<file path="src/rtl/learn_pkg.sv">
package learn_pkg;
  // strobes from control to datapath
  typedef struct packed {
    logic clrTaper;  // restart taper run count
    logic clrStale;  // restart increment count
    logic incEn;     // increments may be counted this cycle
    logic sample;    // qualified sample strobe
  } dpCtl_t;

  // conditions from datapath to control
  typedef struct packed {
    logic taperFull;
    logic staleHit;
    logic edv1Now;
    logic edvfNow;
  } dpStat_t;
endpackage

</file>
<file path="src/rtl/learn_datapath.sv">
module learn_datapath
  import learn_pkg::*;
#(
  parameter int VW = 12,
  parameter int CW = 16,
  parameter int TAPER_N = 4,
  parameter int STALE_N = 32,
  parameter int SOC_SHIFT = 4
) (
  input  logic          clk,
  input  logic          rst_n,
  input  dpCtl_t        ctl,
  input  logic          taperOk,
  input  logic          cycleInc,
  input  logic [VW-1:0] vBat,
  input  logic [VW-1:0] edv1Th,
  input  logic [VW-1:0] edvfTh,
  input  logic [CW-1:0] remCap,
  input  logic [CW-1:0] fullCap,
  output dpStat_t       stat
);
  localparam int TW = $clog2(TAPER_N + 1);
  localparam int SW = $clog2(STALE_N + 1);
  localparam int XW = CW + SOC_SHIFT;

  logic [TW-1:0] taperCnt;
  logic [SW-1:0] staleCnt;
  logic [XW-1:0] scaledRem;
  logic [XW-1:0] fullExt;
  logic          incNow;

  assign incNow = cycleInc && ctl.incEn;

  // run length of consecutive good taper samples, saturating
  always_ff @(posedge clk or negedge rst_n) begin
    if (!rst_n) taperCnt <= '0;
    else if (ctl.clrTaper) taperCnt <= '0;
    else if (ctl.sample) begin
      if (!taperOk) taperCnt <= '0;
      else if (taperCnt != TW'(TAPER_N)) taperCnt <= taperCnt + TW'(1);
    end
  end

  // increments since last learning step, saturating
  always_ff @(posedge clk or negedge rst_n) begin
    if (!rst_n) staleCnt <= '0;
    else if (ctl.clrStale) staleCnt <= '0;
    else if (incNow && staleCnt != SW'(STALE_N)) staleCnt <= staleCnt + SW'(1);
  end

  assign scaledRem = {remCap, {SOC_SHIFT{1'b0}}};
  assign fullExt   = {{SOC_SHIFT{1'b0}}, fullCap};

  always_comb begin
    stat.taperFull = (taperCnt == TW'(TAPER_N));
    stat.staleHit  = incNow && !ctl.clrStale && (staleCnt == SW'(STALE_N - 1));
    stat.edv1Now   = (vBat <= edv1Th) && (scaledRem <= fullExt);
    stat.edvfNow   = (vBat <= edvfTh);
  end
endmodule

</file>
<file path="src/rtl/learn_control.sv">
module learn_control
  import learn_pkg::*;
(
  input  logic    clk,
  input  logic    rst_n,
  input  logic    fullRst,
  input  logic    partRst,
  input  logic    ramBad,
  input  logic    sampleStb,
  input  logic    calActive,
  input  logic    qualify,
  input  logic    disqualify,
  input  dpStat_t stat,
  output dpCtl_t  ctl,
  output logic    capInaccurate,
  output logic    calBusy,
  output logic    validDis,
  output logic    edvFirst,
  output logic    edvFinal,
  output logic    updateReq
);
  logic anyRst;
  logic hardRst;

  assign anyRst  = fullRst || partRst;
  assign hardRst = fullRst || (partRst && ramBad);

  always_comb begin
    ctl.clrTaper = anyRst;
    ctl.clrStale = hardRst || updateReq;
    ctl.incEn    = !anyRst;
    ctl.sample   = sampleStb && !anyRst;
  end

  // stale-capacity flag: only a learning step clears it
  always_ff @(posedge clk or negedge rst_n) begin
    if (!rst_n) capInaccurate <= 1'b1;
    else if (hardRst) capInaccurate <= 1'b1;
    else if (partRst) capInaccurate <= capInaccurate;
    else if (updateReq) capInaccurate <= 1'b0;
    else if (stat.staleHit) capInaccurate <= 1'b1;
  end

  always_ff @(posedge clk or negedge rst_n) begin
    if (!rst_n) begin
      calBusy   <= 1'b0;
      validDis  <= 1'b0;
      edvFirst  <= 1'b0;
      edvFinal  <= 1'b0;
      updateReq <= 1'b0;
    end else if (anyRst) begin
      calBusy   <= 1'b0;
      validDis  <= 1'b0;
      edvFirst  <= 1'b0;
      edvFinal  <= 1'b0;
      updateReq <= 1'b0;
    end else begin
      calBusy <= calActive;
      if (updateReq || disqualify) validDis <= 1'b0;
      else if (qualify) validDis <= 1'b1;
      if (sampleStb) begin
        edvFirst <= stat.edv1Now;
        edvFinal <= stat.edvfNow;
      end
      // rising edge against the flag held from the previous sample
      updateReq <= sampleStb && stat.edv1Now && !edvFirst && validDis;
    end
  end
endmodule

</file>
<file path="src/rtl/battery_learn_flags.sv">
module battery_learn_flags
  import learn_pkg::*;
#(
  parameter int VW = 12,
  parameter int CW = 16,
  parameter int TAPER_N = 4,
  parameter int STALE_N = 32,
  parameter int SOC_SHIFT = 4
) (
  input  logic          clk,
  input  logic          rst_n,
  input  logic          fullRst,
  input  logic          partRst,
  input  logic          ramBad,
  input  logic          sampleStb,
  input  logic          taperOk,
  input  logic [VW-1:0] vBat,
  input  logic [VW-1:0] edv1Th,
  input  logic [VW-1:0] edvfTh,
  input  logic [CW-1:0] remCap,
  input  logic [CW-1:0] fullCap,
  input  logic          cycleInc,
  input  logic          calActive,
  input  logic          qualify,
  input  logic          disqualify,
  output logic          taperFlag,
  output logic          capInaccurate,
  output logic          calBusy,
  output logic          validDis,
  output logic          edvFirst,
  output logic          edvFinal,
  output logic          updateReq
);
  dpCtl_t  ctl;
  dpStat_t stat;

  learn_datapath #(
    .VW(VW), .CW(CW), .TAPER_N(TAPER_N), .STALE_N(STALE_N), .SOC_SHIFT(SOC_SHIFT)
  ) u_dp (
    .clk(clk), .rst_n(rst_n), .ctl(ctl), .taperOk(taperOk), .cycleInc(cycleInc),
    .vBat(vBat), .edv1Th(edv1Th), .edvfTh(edvfTh), .remCap(remCap),
    .fullCap(fullCap), .stat(stat)
  );

  learn_control u_ctl (
    .clk(clk), .rst_n(rst_n), .fullRst(fullRst), .partRst(partRst), .ramBad(ramBad),
    .sampleStb(sampleStb), .calActive(calActive), .qualify(qualify),
    .disqualify(disqualify), .stat(stat), .ctl(ctl), .capInaccurate(capInaccurate),
    .calBusy(calBusy), .validDis(validDis), .edvFirst(edvFirst), .edvFinal(edvFinal),
    .updateReq(updateReq)
  );

  assign taperFlag = stat.taperFull;
endmodule

</file>
<file path="config.mk">
export PLATFORM = sky130hd
export DESIGN_NAME = battery_learn_flags
export DESIGN_NICKNAME = d
export VERILOG_FILES = /design/src/rtl/learn_pkg.sv /design/src/rtl/learn_datapath.sv /design/src/rtl/learn_control.sv /design/src/rtl/battery_learn_flags.sv
export SDC_FILE = /design/constraint.sdc
export NUM_CORES = 1
export LEC_CHECK = 0
export ABC_AREA = 1
export BUFFER_PORTS_ARGS = -buffer_cell sky130_fd_sc_hd__buf_2
export CAP_MARGIN = 30
export CORE_MARGIN = 4
export CORE_UTILIZATION = 52
export CTS_BUF_LIST = sky130_fd_sc_hd__clkbuf_8
export CTS_CLUSTER_DIAMETER = 120
export CTS_CLUSTER_SIZE = 16
export DETAILED_ROUTE_END_ITERATION = 12
export GPL_ROUTABILITY_DRIVEN = 1
export PLACE_DENSITY = 0.88
export SLEW_MARGIN = 40
export SYNTH_ARGS = -nofsm -noshare
export SYNTH_HDL_FRONTEND = slang
export SYNTH_SLANG_ARGS = --single-unit
</file>
<file path="constraint.sdc">
create_clock -name clk -period 2.2 [get_ports clk]
set_clock_uncertainty 0.2 [all_clocks]
set_input_delay 0.33 -clock clk [delete_from_list [all_inputs] [get_ports clk]]
set_output_delay 0.33 -clock clk [all_outputs]
set_load 0.01 [all_outputs]
</file>
# After elaboration in Yosys (flattened, before gate mapping)
# Index checks and enable logic that the tools add are counted.
op_classes:
  add_sub_neg: 2
  mul: 0
  n_div: 0
  magnitude_cmp: 3
  n_eq_ne: 6
  n_shift: 0
  n_mux: 19
  bitwise: 0
  reduce_logical: 24
ops:
  columns: ["operator", "count"]
  rows:
  - ["<= comparator 12 bit", 2]
  - ["<= comparator 20 x 16 -> 1 bit", 1]
  - ["two-way mux 1 bit", 13]
  - ["two-way mux 3 bit", 4]
  - ["two-way mux 6 bit", 2]
  - ["logical AND 1 bit", 10]
  - ["adder 6 x 1 -> 6 bit, second input constant", 1]
  - ["equality test 6 x 5 -> 1 bit, second input constant", 1]
  - ["inequality test 6 bit, second input constant", 1]
  - ["nonzero test 2 bit", 3]
  - ["nonzero test 3 bit", 2]
  - ["logical OR 1 bit", 4]
  - ["AND reduction 2 bit", 2]
  - ["adder 3 x 1 -> 3 bit, second input constant", 1]
  - ["equality test 3 bit, second input constant", 1]
  - ["logical NOT 1 bit", 3]
  - ["inequality test 3 x 1 -> 1 bit, second input constant", 1]
  - ["inequality test 3 bit, second input constant", 1]
  - ["inequality test 2 x 1 -> 1 bit, second input constant", 1]
word_totals:
  register_bits: 15
  latchBits: 0
  ramBits: 0
  romBits: 0
  input_bits: 79
  memories: 0

# Logic depth before layout (Yosys ltp)
# Gate-level depths: netlist of run 1.
logic_depth:
  depth_word: 10
  ltp_mapped: 13
  depth_no_buf: 13

# Hierarchy
# A second synthesis of run 1 with hierarchy kept.
hier_totals:
  hier_cells: 265
  hier_area_um2: 1835.5
modules_own_cells:
  columns: ["mod", "instances", "cells_each", "area_per_inst_um2", "seq_area_each_um2"]
  rows:
  - ["learn_datapath", 1, 229, 1546.5, 225.2]
  - ["learn_control", 1, 36, 289.0, 151.4]

# Least setup slack after synthesis of run 1
# No wires, ideal clock.
synth_timing:
  path_kind: "input to register"
  start: "input edv1Th[11]"
  end: "register u_ctl.updateReq"
  arrival_time_ps: 1260
  t_required_ps: 1929
  path_slack_ps: 669
  stages: 10
  path_buffers: 0
  cell_sequence: "inv_1 -> ha_1 -> nand2_1 -> inv_2 -> nand2_1 -> nor2_1 -> nand4_1 -> a21oi_1 -> nand2_1 -> nor2_1"
synth_between:
  elab_chain_len: 6
synth_rtl:
  columns: ["element", "line", "rtl"]
  rows:
  - ["start: declaration", "battery_learn_flags.sv:18", "input logic [VW-1:0] edv1Th,"]
  - ["<= comparator 12 bit", "learn_datapath.sv:57", "stat.edv1Now = (vBat <= edv1Th) && (scaledRem <= fullExt);"]
  - ["logical AND 1 bit", "learn_datapath.sv:57", null]
  - ["logical AND 1 bit (3 in series)", "learn_control.sv:66", "updateReq <= sampleStb && stat.edv1Now && !edvFirst && validDis;"]
  - ["two-way mux 1 bit", "learn_control.sv:51", "end else if (anyRst) begin"]
  - ["end signal: assignment", "learn_control.sv:66", null]
  - ["end: declaration", "learn_control.sv:20", "output logic updateReq"]
# Every way passes these cells.
# A chain may end at the register's enable or synchronous reset.

# Worst setup path in the final report of run 1
layout_timing:
  start: "register u_dp.staleCnt[0]"
  end: "register u_dp.staleCnt[3]"
layout_between:
  elab_chain_len: 3
layout_rtl:
  columns: ["element", "line", "rtl"]
  rows:
  - ["start: declaration", "learn_datapath.sv:27", "logic [SW-1:0] staleCnt;"]
  - ["start signal: assignment", "learn_datapath.sv:48", "else if (incNow && staleCnt != SW'(STALE_N)) staleCnt <= staleCnt + SW'(1);"]
  - ["adder 6 x 1 -> 6 bit / inequality test 6 bit (equally long branches)", "learn_datapath.sv:48", null]
  - ["two-way mux 6 bit / logical AND 1 bit (equally long branches)", "learn_datapath.sv:48", null]
  - ["two-way mux 6 bit / nonzero test 2 bit (equally long branches)", null, null]
# Several ways; a longest one is shown, not always the timed one. The select of a mux whose other input is x is not followed.

==> impl_metrics.py, run 1 <==
metrics = {
    "timing": {
        "setup_viol": 0,
        "rsz0062_at_grt": "false",
        "tightest_slew_ps": 343,
        "fin_crit_ps": 1680,
        "slew_viol_final": 0,
        "final-hold-violation-count": 0,
        "slew_headroom_pct": 77.1,
        "post-route-period-util_pct": 76.2,
        "fmax_mhz": 596,
        "setup_tns_ps": 0,
        "setup_ws_ps": 524,
    },
    "worst_setup_path": {
        "cp_num_buf_inv": 1,
        "reg2reg_from": "u_dp.staleCnt[0]",
        "r2r.worst_path.cells": 7,
        "start_kind": "register",
        "cp_max_fo": 8,
        "critical_path.top_delay_family": "compound AO/OA/AOI/OAI gates",
        "worstSetupStartpoint": "u_dp.staleCnt[0]",
        "crit_cells": 7,
        "worstPathArrival_ps": 1620,
        "endpoint": "u_dp.staleCnt[3]",
        "critical_path.cell_chain": "inv_1, ha_1, nand3_1, o21ai_2, nand2_4, a21oi_1, nor2_1",
        "reg2reg_to": "u_dp.staleCnt[3]",
        "slowest_stage": "dfrtp_1",
        "worst_ep_required_time_ps": 2140,
        "critPathKind": "reg -> reg",
        "r2r_setup_slack_ps": 520,
        "max_stage_delay_ps": 380,
        "cp-end-kind": "register",
    },
    "final_layout": {
        "final_util_pct": 70.1,
        "fin_nets": 476,
        "antennaDiodeCount": 0,
        "final_cells": 402,
        "ff_latch_area_um2": 377,
        "drive_gt1_share_pct": 28.9,
        "multi_input_area_um2": 1180,
        "areaGrowthSynthToFinish_pct": 29.7,
        "fin_area_um2": 2360,
        "nFillCells": 319,
    },
    "outcome": {
        "status": "finished clean",
    },
    "drt": {
        "drc": 0,
        "firstDrtPassIters": 4,
        "drt_wl_total_mm": 4.04,
        "ant_nets": 0,
        "initialDrtViolationCount": 77,
        "wire_per_inst_um": 10.0,
        "dr_total_vias": 1887,
        "vias_per_cell": 4.69,
    },
    "logic_synthesis": {
        "synth_edf_count": 0,
        "yosysMostFrequentCell": "inv_1",
        "yosys.area.top_type": "ha_1",
        "ys.flop_type": "dfrtp_1",
        "synth_top_area_share_pct": 27.5,
        "synthArstFlopShare_pct": 100,
        "yosysWarnings": 0,
        "synthTopCellsByArea": "ha_1 28%, dfrtp_1 19%, inv_1 13%",
        "ys_top_cells_by_count": "65 x inv_1, 58 x nand2_1, 40 x ha_1",
        "synth_area_per_cell_um2": 6.83,
        "syn_inst": 266,
        "netlist_area_um2": 1820,
        "syn_nets": 385,
        "ys_seq_area_share_pct": 20.7,
        "yosysUniqueCellTypes": 25,
        "ys_seq_elements": 15,
    },
    "floorplan": {
        "initial_core_util_pct": 54.1,
        "die_x_um": 67.1,
        "rows": 21,
        "die_h_um": 67.1,
        "core_um2": 3360,
        "dieArea_um2": 4510,
        "ioPinCount": 86,
    },
    "global_routing": {
        "grt_overflow": 0,
        "grt_pass1_vias": 1765,
        "grt_start_max_net_pins": 16,
        "antenna_found_initial": 0,
        "grt_usage_pct": 19.4,
        "grt_pass1_wl_mm": 6.87,
    },
    "pwr": {
        "leakagePower_nw": 1.50,
        "ir_drop_uv": 201,
        "p_per_area_nw_per_um2": 342,
    },
    "placed_design": {
        "place_ws_ps": 460,
        "place_area_um2": 2300,
        "place.detailed.hpwl_mm": 3.57,
        "place_inst": 397,
        "place.gp.congestion": 0.904,
        "portBuffers": 85,
    },
    "run": {
        "cap_violations": 0,
    },
    "worst_hold_path": {
        "hold_path_class": "in -> reg",
    },
    "clocking": {
        "cts_tree": "yes",
        "cts_sinks": 15,
        "clock_latency_ps": 250,
        "cts_made_buffers": 3,
        "post_cts_resized": 0,
        "ctsHtreeMaxLevel": 1,
        "cts_buffer_depth": 2,
        "clkTransAtPathRegs_ps": 60,
        "root_buffer": "clkbuf_8",
    },
}
-- layer usage --
metal	routed length, µm	up-vias	track usage [%]	share of wire [%]
li1	-	1017	-	-
met1	1640	800	22.8	41
met2	2030	63	35.6	50
met3	287	7	2.16	7.1
met4	71	0	7.59	1.8
met5	0	-	0	0
-- cell families (layout without fill, tap and decap cells) --
kind of cell	count (synthesis)	after routing	synth area share, %
flip-flops	15	15	20.7
adder cells (fa/ha/maj)	40	40	27.5
AND/OR/NAND/NOR	106	106	26.0
buffers and inverters	69	159	14.2
AO/OA/AOI/OAI	36	36	11.5
-- state kept, by name, summed over array words and instances (netlist names) --
signal               cells
u_ctl.calBusy            1
u_ctl.capInaccurate      1
u_ctl.edvFinal           1
u_ctl.edvFirst           1
u_ctl.updateReq          1
u_ctl.validDis           1
u_dp.staleCnt            6
u_dp.taperCnt            3
-- layout by cell type (no fill, tap or decap), drive strengths merged, types with 2 or more instances in the layout --
cell type,instances
a21oi,16
nand2,59
clkbuf,3
dfrtp,14
nand3,8
nand4,7
nor3,3
a21o,2
o21ai,16
nor2,27
ha,40
inv,69
buf,85
-- stage by stage --
stage	hold WS [ps]	power [mW]
final	38.8	0.806
after global routing	37.5	0.878
after CTS	37.9	0.814
after detailed placement	52.6	0.585
after global placement	49.7	0.576
after floorplan	-166	0.467
-- worst reg2reg max path, stage by stage (launching register included) --
cell	delay, ps
dfrtp_1	380
inv_1	130
ha_1	170
nand3_1	90
o21ai_2	250
nand2_4	120
a21oi_1	150
nor2_1	70
-- how the worst min path moves through the flow --
| stage | startpoint | end | cells past startpoint | slack [ps] |
|---|---|---|---|---|
| after floorplan | rst_n | u_ctl.calBusy | 0 | -170 |
| after global placement | rst_n | u_dp.staleCnt[4] | 1 | 50 |
| after detailed placement | rst_n | u_dp.staleCnt[4] | 1 | 50 |
| after CTS | disqualify | u_ctl.validDis | 2 | 40 |
| after global routing | disqualify | u_ctl.validDis | 2 | 40 |
| final | disqualify | u_ctl.validDis | 2 | 40 |
-- where the power goes --
| part | internal [mW] | leakage [nW] | switching [mW] |
|---|---|---|---|
| sequential | 0.288 | 0.203 | 0.00633 |
| clock | 0.126 | 0.0255 | 0.100 |
| combinational | 0.136 | 1.27 | 0.150 |
| total | 0.549 | 1.50 | 0.257 |
-- cell type report --
type	instances	share of cell area (%)
multi-input combinational	182	50.2
timing repair buffer	86	18.5
sequential	15	16.0
inverter	69	11.0
tap	46	2.44
clock buffer	3	1.75
clock inverter	1	0.212
-- timing repair --
item                                   CTS  global route
endpoints found under the hold margin   14             0
hold buffers                             1             0
setup buffers                            0             0
Power figures use the tool's default switching activity.
==> run 2, diff against run 1 <==
Settings changed: CORE_UTILIZATION 52 to 44, PLACE_DENSITY 0.88 to 0.79.
Clock period 2.2 ns to 1.52 ns, I/O delays scaled along.
==> impl_metrics.py, run 2 (synthesis results as in run 1) <==
metrics = {
    "timing": {
        "slew_viol_final": 0,
        "whs_ps": 104,
        "rsz0062_at_grt": "true",
        "tightest_slew_ps": 355,
        "slew_headroom_pct": 76.3,
        "final-hold-violation-count": 0,
        "post-route-period-util_pct": 103,
        "fmax_mhz": 641,
        "setup_tns_ps": -106,
        "setup_viol": 4,
        "fin_crit_ps": 1560,
        "setup_ws_ps": -39.1,
    },
    "pwr": {
        "leakagePower_nw": 1.63,
        "power_mw": 1.27,
        "switching_share_pct": 31.7,
        "p_comb_share_pct": 42.0,
        "clockPowerShare_pct": 24.4,
        "switching_power_mw": 0.402,
        "p_int_mw": 0.868,
        "p_per_area_nw_per_um2": 472,
        "ir_drop_uv": 284,
        "p_seq_share_pct": 33.6,
    },
    "global_routing": {
        "grt_pass1_vias": 1889,
        "grt_pass1_wl_mm": 7.42,
        "grt_usage_pct": 17.3,
        "grt_start_max_net_pins": 16,
        "antenna_found_initial": 0,
        "grt_overflow": 0,
    },
    "floorplan": {
        "die_h_um": 72.3,
        "dieArea_um2": 5220,
        "core_um2": 4000,
        "rows": 23,
        "initial_core_util_pct": 45.4,
        "die_x_um": 72.3,
        "ioPinCount": 86,
    },
    "drt": {
        "dr_total_vias": 2002,
        "drc": 0,
        "initialDrtViolationCount": 101,
        "ant_nets": 0,
        "wire_per_inst_um": 10.9,
        "drt_wl_total_mm": 4.69,
        "firstDrtPassIters": 4,
        "vias_per_cell": 4.67,
    },
    "worst_setup_path": {
        "worst_ep_required_time_ps": 1460,
        "worstPathArrival_ps": 1500,
        "start_kind": "register",
        "cp-end-kind": "register",
        "cp_max_fo": 8,
        "critPathKind": "reg -> reg",
    },
    "placed_design": {
        "portBuffers": 85,
        "place.detailed.hpwl_mm": 3.59,
        "place.gp.congestion": 0.852,
        "place_inst": 406,
    },
    "outcome": {
        "failed_checks": "negative setup slack",
        "status": "finished with violations",
    },
    "final_layout": {
        "top_register": "u_dp.staleCnt",
        "largest_reg_flops": 6,
        "mostFrequentLayoutCells": "84 x buf_2, 61 x inv_1, 55 x nand2_1, 32 x ha_1, 22 x nor2_1",
        "mostFrequentLayoutCell": "buf_2",
        "largest_registers": "u_dp.staleCnt (6), u_dp.taperCnt (3)",
        "areaGrowthSynthToFinish_pct": 48.0,
        "fin_nets": 499,
        "final_cells": 429,
        "drive_gt1_share_pct": 39.1,
        "antennaDiodeCount": 0,
    },
    "run": {
        "cap_violations": 0,
    },
    "clocking": {
        "cts_made_buffers": 3,
        "clock_latency_ps": 250,
        "clkTransAtPathRegs_ps": 60,
        "root_buffer": "clkbuf_8",
        "cts_tree": "yes",
        "ctsHtreeMaxLevel": 1,
        "cts_sinks": 15,
        "cts_buffer_depth": 2,
    },
    "worst_hold_path": {
        "hold_path_class": "in -> reg",
    },
}
==> run 2: worst max-delay path, cell delays in order (launching register included) <==
cell	delay [ps]
dfrtp_1	440
nor2_1	190
nand3_2	130
o21ai_4	180
nand2_4	110
a21oi_2	140
nor2_1	50
==> run 2: final cells by class <==
cell class	instances	area, µm²
well taps	50	62.6
flip-flops and latches	15	377
repair buffers	109	623
inverters	69	259
fillers	343	1310
clock inverters	1	3.75
clock buffers	3	41.3
multi-input cells	182	1330
==> run 2: timing repair <==
| item | CTS | global route |
|---|---|---|
| pin swaps | 5 | 12 |
| gates resized for setup | 8 | 24 |
| endpoints found under the hold margin | 17 | 0 |
| buffers inserted | 9 | 7 |
| hold buffers | 3 | 0 |
| endpoints found under the setup margin | 2 | 9 |
==> run 2: routing by layer <==
metal	global-route usage, %	share of wire (%)	vias up
met5	0	0	-
met4	3.13	1.0	0
met1	20.6	41	857
met2	32.3	51	74
met3	3.32	7.3	4
li1	-	-	1067
==> run 2: final timing paths <==
path                                      from             endpoint  slack (ps)  cells after the start
setup reg to reg              u_dp.staleCnt[2]     u_dp.staleCnt[3]         -40                      6
setup / recovery              u_dp.staleCnt[2]     u_dp.staleCnt[3]         -40                      6
hold reg to reg            u_ctl.capInaccurate  u_ctl.capInaccurate         270                      2
min in group asynchronous                rst_n     u_dp.staleCnt[2]         220                      2
max in group asynchronous                rst_n  u_ctl.capInaccurate         590                      2
hold / removal                         qualify       u_ctl.validDis         100                      3
==> run 2: stage by stage <==
stage	area, µm²	util [%]	setup slack [ps]
6_report	2690	67.3	-39.1
2_1_floorplan	1820	-	52.6
3_5_place_dp	2340	58.6	-161
4_1_cts	2520	62.9	-13.3
3_3_place_gp	2340	58.6	-75.7
5_1_grt	2690	67.3	-106
==> run 2: power by group through the flow <==
| stage | combinational, mW | clock, mW | sequential, mW |
|---|---|---|---|
| after floorplan | 0.243 | 0 | 0.434 |
| after global placement | 0.424 | 0 | 0.432 |
| after detailed placement | 0.432 | 0 | 0.433 |
| after CTS | 0.479 | 0.319 | 0.426 |
| after global routing | 0.614 | 0.341 | 0.429 |
| final | 0.534 | 0.310 | 0.427 |
